$ cat config.mk
export PLATFORM = sky130hd
export DESIGN_NAME = i2c_hub_rpt
export DESIGN_NICKNAME = d
export VERILOG_FILES = /design/src/rtl/i2c_hub_rpt.sv
export SDC_FILE = /design/constraint.sdc
export NUM_CORES = 1
export LEC_CHECK = 0
export ABC_AREA = 1
export BUFFER_PORTS_ARGS = -buffer_cell sky130_fd_sc_hd__buf_2
export CAP_MARGIN = 30
export CORE_AREA = 5 5 65 125
export DETAILED_ROUTE_END_ITERATION = 6
export DIE_AREA = 0 0 70 130
export PLACE_DENSITY = 0.66
export SYNTH_ARGS = -nofsm -noshare
export SYNTH_HDL_FRONTEND = slang
export SYNTH_SLANG_ARGS = --single-unit
$ cat constraint.sdc
create_clock -name clk -period 2.2 [get_ports clk]
set_input_delay 0.66 -clock clk [delete_from_list [all_inputs] [get_ports clk]]
set_output_delay 0.66 -clock clk [all_outputs]
set_load 0.03 [all_outputs]
$ cat src/rtl/i2c_hub_rpt.sv
module i2c_hub_rpt #(
  parameter int NPORT      = 5,
  parameter int CYC_PER_US = 50,
  parameter int RISE_US    = 1
) (
  input  logic             clk,
  input  logic             rst_n,
  input  logic [NPORT-1:1] port_en,
  input  logic [NPORT-1:0] sda_in,
  input  logic [NPORT-1:0] scl_in,
  output logic [NPORT-1:0] sda_pd,
  output logic [NPORT-1:0] scl_pd,
  input  logic [1:0]       exp_sda_in,
  input  logic [1:0]       exp_scl_in,
  output logic [1:0]       exp_sda_pd,
  output logic [1:0]       exp_scl_pd
);
  localparam int RISE_CYC = CYC_PER_US * RISE_US;
  localparam int TW       = $clog2(RISE_CYC + 1);
  localparam int IW       = (NPORT > 1) ? $clog2(NPORT) : 1;

  logic [NPORT-1:0]      en_all;
  logic [1:0][NPORT-1:0] l_in;
  logic [1:0][NPORT-1:0] l_pd;
  logic [1:0][1:0]       x_in;
  logic [1:0][1:0]       x_pd;

  assign en_all     = {port_en, 1'b1};
  assign l_in       = {scl_in, sda_in};
  assign x_in       = {exp_scl_in, exp_sda_in};
  assign sda_pd     = l_pd[0];
  assign scl_pd     = l_pd[1];
  assign exp_sda_pd = x_pd[0];
  assign exp_scl_pd = x_pd[1];

  for (genvar g = 0; g < 2; g++) begin : g_line
    typedef enum logic [1:0] {PH_IDLE, PH_HOLD, PH_RISE} ph_e;
    ph_e              ph;
    logic [NPORT-1:0] s1, s2, ext, ext_n, last_oh;
    logic [1:0]       x1, x2;
    logic [IW-1:0]    last, last_n;
    logic [TW-1:0]    tmr;
    logic             rel_last, any_ext, busy_hi, held_hi, active;

    assign any_ext = |ext;
    assign busy_hi = x2[0];
    assign held_hi = x2[1];
    assign active  = any_ext | (ph != PH_IDLE);
    assign last_oh = NPORT'(1) << last;

    always_comb begin
      ext_n = en_all & ~s2;
      if (ph == PH_RISE) ext_n = ext_n & ~last_oh;
      last_n = last;
      for (int i = NPORT - 1; i >= 0; i--)
        if (ext_n[i]) last_n = IW'(i);
    end

    always_ff @(posedge clk or negedge rst_n) begin
      if (!rst_n) begin
        s1       <= '1;
        s2       <= '1;
        x1       <= '1;
        x2       <= '1;
        ext      <= '0;
        last     <= '0;
        tmr      <= '0;
        rel_last <= 1'b0;
        ph       <= PH_IDLE;
      end else begin
        s1   <= l_in[g] | ~en_all;
        s2   <= s1;
        x1   <= x_in[g];
        x2   <= x1;
        ext  <= ext_n;
        last <= last_n;
        case (ph)
          PH_IDLE: begin
            if (any_ext) begin
              ph       <= PH_HOLD;
              rel_last <= 1'b0;
            end else if (busy_hi && held_hi) begin
              rel_last <= 1'b0;
            end
          end
          PH_HOLD: begin
            if (!any_ext && held_hi) begin
              ph       <= PH_RISE;
              rel_last <= 1'b1;
              tmr      <= TW'(RISE_CYC);
            end
          end
          PH_RISE: begin
            if (any_ext) begin
              ph       <= PH_HOLD;
              rel_last <= 1'b0;
            end else if (((s2 & last_oh) != '0) || (tmr == '0)) begin
              ph <= PH_IDLE;
            end else begin
              tmr <= tmr - 1'b1;
            end
          end
          default: ph <= PH_IDLE;
        endcase
      end
    end

    assign x_pd[g] = {any_ext, active};
    assign l_pd[g] = en_all & {NPORT{~busy_hi | ~held_hi | active}}
                   & ~(rel_last ? last_oh : '0);
  end
endmodule

==> metrics.txt <==
# TYPE chip_impl_metric gauge
chip_impl_metric{name="asyncSetResetFlopFracSynth",unit=""} 1.000
chip_impl_metric{name="synth_sequential_area_ratio",unit=""} 0.5207
chip_impl_metric{name="post_layout_nonfiller_instances",unit=""} 493
chip_impl_info{name="mostFrequentLayoutCell",value="sky130_fd_sc_hd__nand2_1"} 1
chip_impl_metric{name="port-buffer-count",unit=""} 33
chip_impl_metric{name="finalHoldViolCount",unit=""} 0
chip_impl_metric{name="number_of_diodes_added_for_antenna_fixing",unit=""} 0
chip_impl_metric{name="number_of_max_cap_violations",unit=""} 0
chip_impl_metric{name="vdd_drop_max",unit="V"} 0.0009835
chip_impl_metric{name="antenna_violating_nets_post_route",unit=""} 0
chip_impl_metric{name="cts.hold.buffers_added",unit=""} 0
chip_impl_metric{name="synth-edff-count",unit=""} 0
chip_impl_metric{name="clk-insertion-delay-late",unit="ps"} 330
chip_impl_metric{name="wl",unit="µm"} 7253
chip_impl_metric{name="antenna_found_initial",unit=""} 0
chip_impl_metric{name="detail_route.first_pass.iterations",unit=""} 4
chip_impl_metric{name="layout-drive-gt1-share",unit=""} 0.3821
chip_impl_metric{name="flow.area_growth_from_synthesis",unit="%"} 25.95
chip_impl_info{name="clock_tree_from_tritoncts",value="done"} 1
chip_impl_info{name="critPathLaunchType",value="flop"} 1
chip_impl_metric{name="setup_viol",unit=""} 7
chip_impl_metric{name="leakagePower",unit="µW"} 0.001884
chip_impl_metric{name="syn-instance-count",unit=""} 345
chip_impl_metric{name="dr_total_vias",unit=""} 2482
chip_impl_metric{name="remaining_drc_errors",unit=""} 0
chip_impl_metric{name="clock_tree.buffer_depth",unit=""} 2
chip_impl_metric{name="clock.fmax",unit="MHz"} 437.8
chip_impl_metric{name="core_area",unit="mm²"} 0.006994
chip_impl_metric{name="timing.hold.ws",unit="ps"} 256.3
chip_impl_info{name="cp-end-kind",value="primary output"} 1
chip_impl_metric{name="yosysWarningCount",unit=""} 0
chip_impl_metric{name="numCtsBuffers",unit=""} 9
chip_impl_metric{name="power_density",unit="mW/mm²"} 1079
chip_impl_metric{name="avgViaCountPerCell",unit=""} 5.034
chip_impl_metric{name="grt.met1_usage",unit=""} 0.1811
chip_impl_info{name="unrepaired_setup_endpoints_after_global_routing",value="yes"} 1
chip_impl_metric{name="global_route.usage.met3",unit=""} 0.04009
chip_impl_metric{name="finalWorstPathRequiredPeriod",unit="ps"} 2284
chip_impl_metric{name="min_period_over_period",unit=""} 1.038
chip_impl_info{name="min-delay-path-class",value="input port to asynchronous set/reset pin"} 1
chip_impl_metric{name="netlist_area",unit="mm²"} 0.003047
chip_impl_metric{name="die_x",unit="µm"} 70
chip_impl_metric{name="globalRouteOverflowTotal",unit=""} 0
chip_impl_metric{name="grt_util_met2",unit=""} 0.3268
chip_impl_metric{name="htreeDepth",unit=""} 3
chip_impl_info{name="violations",value="negative setup slack"} 1
chip_impl_metric{name="detail_route.iter0.violations",unit=""} 133
chip_impl_metric{name="timing.max_slew.rel_slack",unit=""} 0.7347
chip_impl_info{name="timing_worst_setup_path_type",value="flop to primary output"} 1
chip_impl_metric{name="area_of_all_placed_cells_without_fillers",unit="mm²"} 0.003837
chip_impl_metric{name="grtUsageTotal",unit=""} 0.1768
chip_impl_metric{name="initial_core_util",unit=""} 0.4356
chip_impl_metric{name="critical_path_peak_fanout",unit=""} 2
chip_impl_metric{name="clkTransAtPathRegs",unit="ps"} 50
chip_impl_metric{name="fillCellCount",unit=""} 649
chip_impl_metric{name="gp_routability_congestion",unit=""} 0.8538
chip_impl_metric{name="layout_setup_ws",unit="ps"} -84.18
chip_impl_metric{name="finalMaxSlewViolations",unit=""} 0
chip_impl_metric{name="avgSynthCellArea",unit="µm²"} 8.831
chip_impl_metric{name="rows",unit=""} 43
chip_impl_metric{name="nets",unit=""} 426
chip_impl_metric{name="placement.cell_area",unit="mm²"} 0.003352
chip_impl_metric{name="synth-seq-cells",unit=""} 62
chip_impl_metric{name="route.detailed.wl_per_inst",unit="µm"} 14.71
chip_impl_metric{name="grt_pass1_wl",unit="µm"} 12430
chip_impl_metric{name="syn-num-nets",unit=""} 373
chip_impl_info{name="postSynth.topFlopCell",value="sky130_fd_sc_hd__dfrtp_1"} 1
chip_impl_metric{name="via_count_of_the_first_global_routing_pass",unit=""} 2651
chip_impl_info{name="cts-root-buf",value="sky130_fd_sc_hd__clkbuf_16"} 1
chip_impl_metric{name="clock_skew",unit="ps"} 8.048
chip_impl_metric{name="critical_path_required",unit="ps"} 1540
chip_impl_metric{name="cts_sinks",unit=""} 62
chip_impl_info{name="gr-max-usage-layer",value="met2"} 1
chip_impl_metric{name="crit_arrival",unit="ps"} 1620
chip_impl_metric{name="die_height",unit="µm"} 130
chip_impl_info{name="result_of_the_run",value="finished with violations"} 1
chip_impl_info{name="layout.cells.most_common_list",value="sky130_fd_sc_hd__nand2_1 (58), sky130_fd_sc_hd__inv_1 (44), sky130_fd_sc_hd__dfrtp_1 (34)"} 1
chip_impl_metric{name="unique_masters_post_synth",unit=""} 35
chip_impl_metric{name="io-pin-count",unit=""} 34
chip_impl_metric{name="dp_hpwl",unit="µm"} 5347
chip_impl_metric{name="grt_start_max_net_pins",unit=""} 47
chip_impl_metric{name="power_total",unit="µW"} 4139
chip_impl_metric{name="dp.cells",unit=""} 470
chip_impl_metric{name="die_footprint",unit="mm²"} 0.009100
chip_impl_metric{name="worst-slew-pin-transition",unit="ps"} 397.9
[cells by family (layout without fill, tap and decap cells)]
group	after synthesis	count (layout)	synth area share
compound gates	42	42	0.08296
fa+ha+maj	8	8	0.03286
simple gates	164	164	0.2657
buf+inv	65	123	0.08624
xor+xnor	4	4	0.01150
flops	62	62	0.5207
[where the power goes]
part           switching [µW]  leakage [µW]  total (µW)  internal, µW
sequential                164      0.000721        1490          1320
clock                     483      0.000139        1260           781
combinational             836       0.00102        1390           553
[worst max-delay path, stage by stage, from the launching register on]
cell and delay [ps]:
sky130_fd_sc_hd__dfrtp_1 380, sky130_fd_sc_hd__inv_2 70, sky130_fd_sc_hd__ha_4 170, sky130_fd_sc_hd__nand3_4 70
sky130_fd_sc_hd__nor3_4 50, sky130_fd_sc_hd__buf_4 150, sky130_fd_sc_hd__a211oi_4 250, sky130_fd_sc_hd__buf_6 170
[cells in the mapped netlist, types with 2 or more instances]
| library cell | instances | area share |
|---|---|---|
| sky130_fd_sc_hd__nand2_1 | 61 | 0.075 |
| sky130_fd_sc_hd__inv_1 | 50 | 0.062 |
| sky130_fd_sc_hd__dfrtp_1 | 34 | 0.28 |
| sky130_fd_sc_hd__nor2_1 | 34 | 0.042 |
| sky130_fd_sc_hd__dfstp_2 | 28 | 0.24 |
| sky130_fd_sc_hd__nand3_1 | 25 | 0.041 |
| sky130_fd_sc_hd__a21oi_1 | 12 | 0.020 |
| sky130_fd_sc_hd__inv_2 | 9 | 0.011 |
| sky130_fd_sc_hd__o21ai_0 | 9 | 0.015 |
| sky130_fd_sc_hd__o21ai_1 | 9 | 0.015 |
| sky130_fd_sc_hd__or2_2 | 9 | 0.018 |
| sky130_fd_sc_hd__ha_1 | 8 | 0.033 |
| sky130_fd_sc_hd__nand4_1 | 6 | 0.012 |
| sky130_fd_sc_hd__nor2_2 | 6 | 0.012 |
| sky130_fd_sc_hd__buf_4 | 5 | 0.012 |
| sky130_fd_sc_hd__nand2_2 | 4 | 0.0082 |
| sky130_fd_sc_hd__nor3_1 | 4 | 0.0066 |
| sky130_fd_sc_hd__nor3_2 | 4 | 0.013 |
| sky130_fd_sc_hd__a211oi_1 | 3 | 0.0074 |
| sky130_fd_sc_hd__nand3_2 | 3 | 0.0099 |
| sky130_fd_sc_hd__o211ai_1 | 3 | 0.0074 |
| sky130_fd_sc_hd__nand2_4 | 2 | 0.0074 |
| sky130_fd_sc_hd__nand3b_1 | 2 | 0.0049 |
| sky130_fd_sc_hd__o21ai_2 | 2 | 0.0058 |
| sky130_fd_sc_hd__xnor2_1 | 2 | 0.0058 |
| sky130_fd_sc_hd__xor2_1 | 2 | 0.0058 |
[repair_timing]
item	CTS	global route
endpoints found under the setup margin	10	11
setup buffers	4	3
resized for setup	27	25
pin swaps	2	14
[worst paths after layout]
kind | start | end | slack [ps] | depth (start not counted)
min reg2reg | g_line[0].s1[4]$_DFF_PN1_ | g_line[0].s2[4]$_DFF_PN1_ | 350 | 0
min | rst_n | g_line[1].tmr[5]$_DFFE_PN0P_ | 260 | 1
min in group clk | g_line[0].s1[4]$_DFF_PN1_ | g_line[0].s2[4]$_DFF_PN1_ | 350 | 0
max | g_line[1].ph[0]$_DFFE_PN0P_ | scl_pd[3] | -80 | 7
max reg2reg | g_line[1].ext[0]$_DFF_PN0_ | g_line[1].tmr[3]$_DFFE_PN0P_ | 530 | 11
max in group asynchronous | rst_n | g_line[0].s1[1]$_DFF_PN1_ | 1310 | 2
[registers in the layout, summed over array words and instances (netlist names)]
signal	cells
g_line.x1	4
g_line.ph	4
g_line.last	6
g_line.ext	10
g_line.rel_last	2
g_line.tmr	12
g_line.x2	4
g_line.s2	10
g_line.s1	10
[final cells by class]
type | instances | area, µm² | area share
inverters | 60 | 225.2 | 0.05869
repair buffers | 47 | 340.3 | 0.08869
well taps | 90 | 112.6 | 0.02934
flip-flops and latches | 62 | 1587 | 0.4134
multi-input cells | 218 | 1305 | 0.3401
clock inverters | 5 | 25.02 | 0.006521
clock buffers | 11 | 242.7 | 0.06325
[stage by stage]
stage	TNS, ps	worst slack (ps)	utilization
floorplan	-306.4	-102.1	-
global placement	0	36.81	0.4792
detailed placement	0	51.64	0.4792
CTS	-313.7	-72.11	0.5363
global route	-969.8	-130.3	0.5487
finish	-157.8	-84.18	0.5487
[metal layers]
| layer | vias up | share of wire |
|---|---|---|
| li1 | 1196 | - |
| met1 | 1208 | 0.37 |
| met4 | 0 | 0.031 |
| met2 | 60 | 0.57 |
| met3 | 18 | 0.036 |
| met5 | - | 0 |
Power figures use the tool's default switching activity.
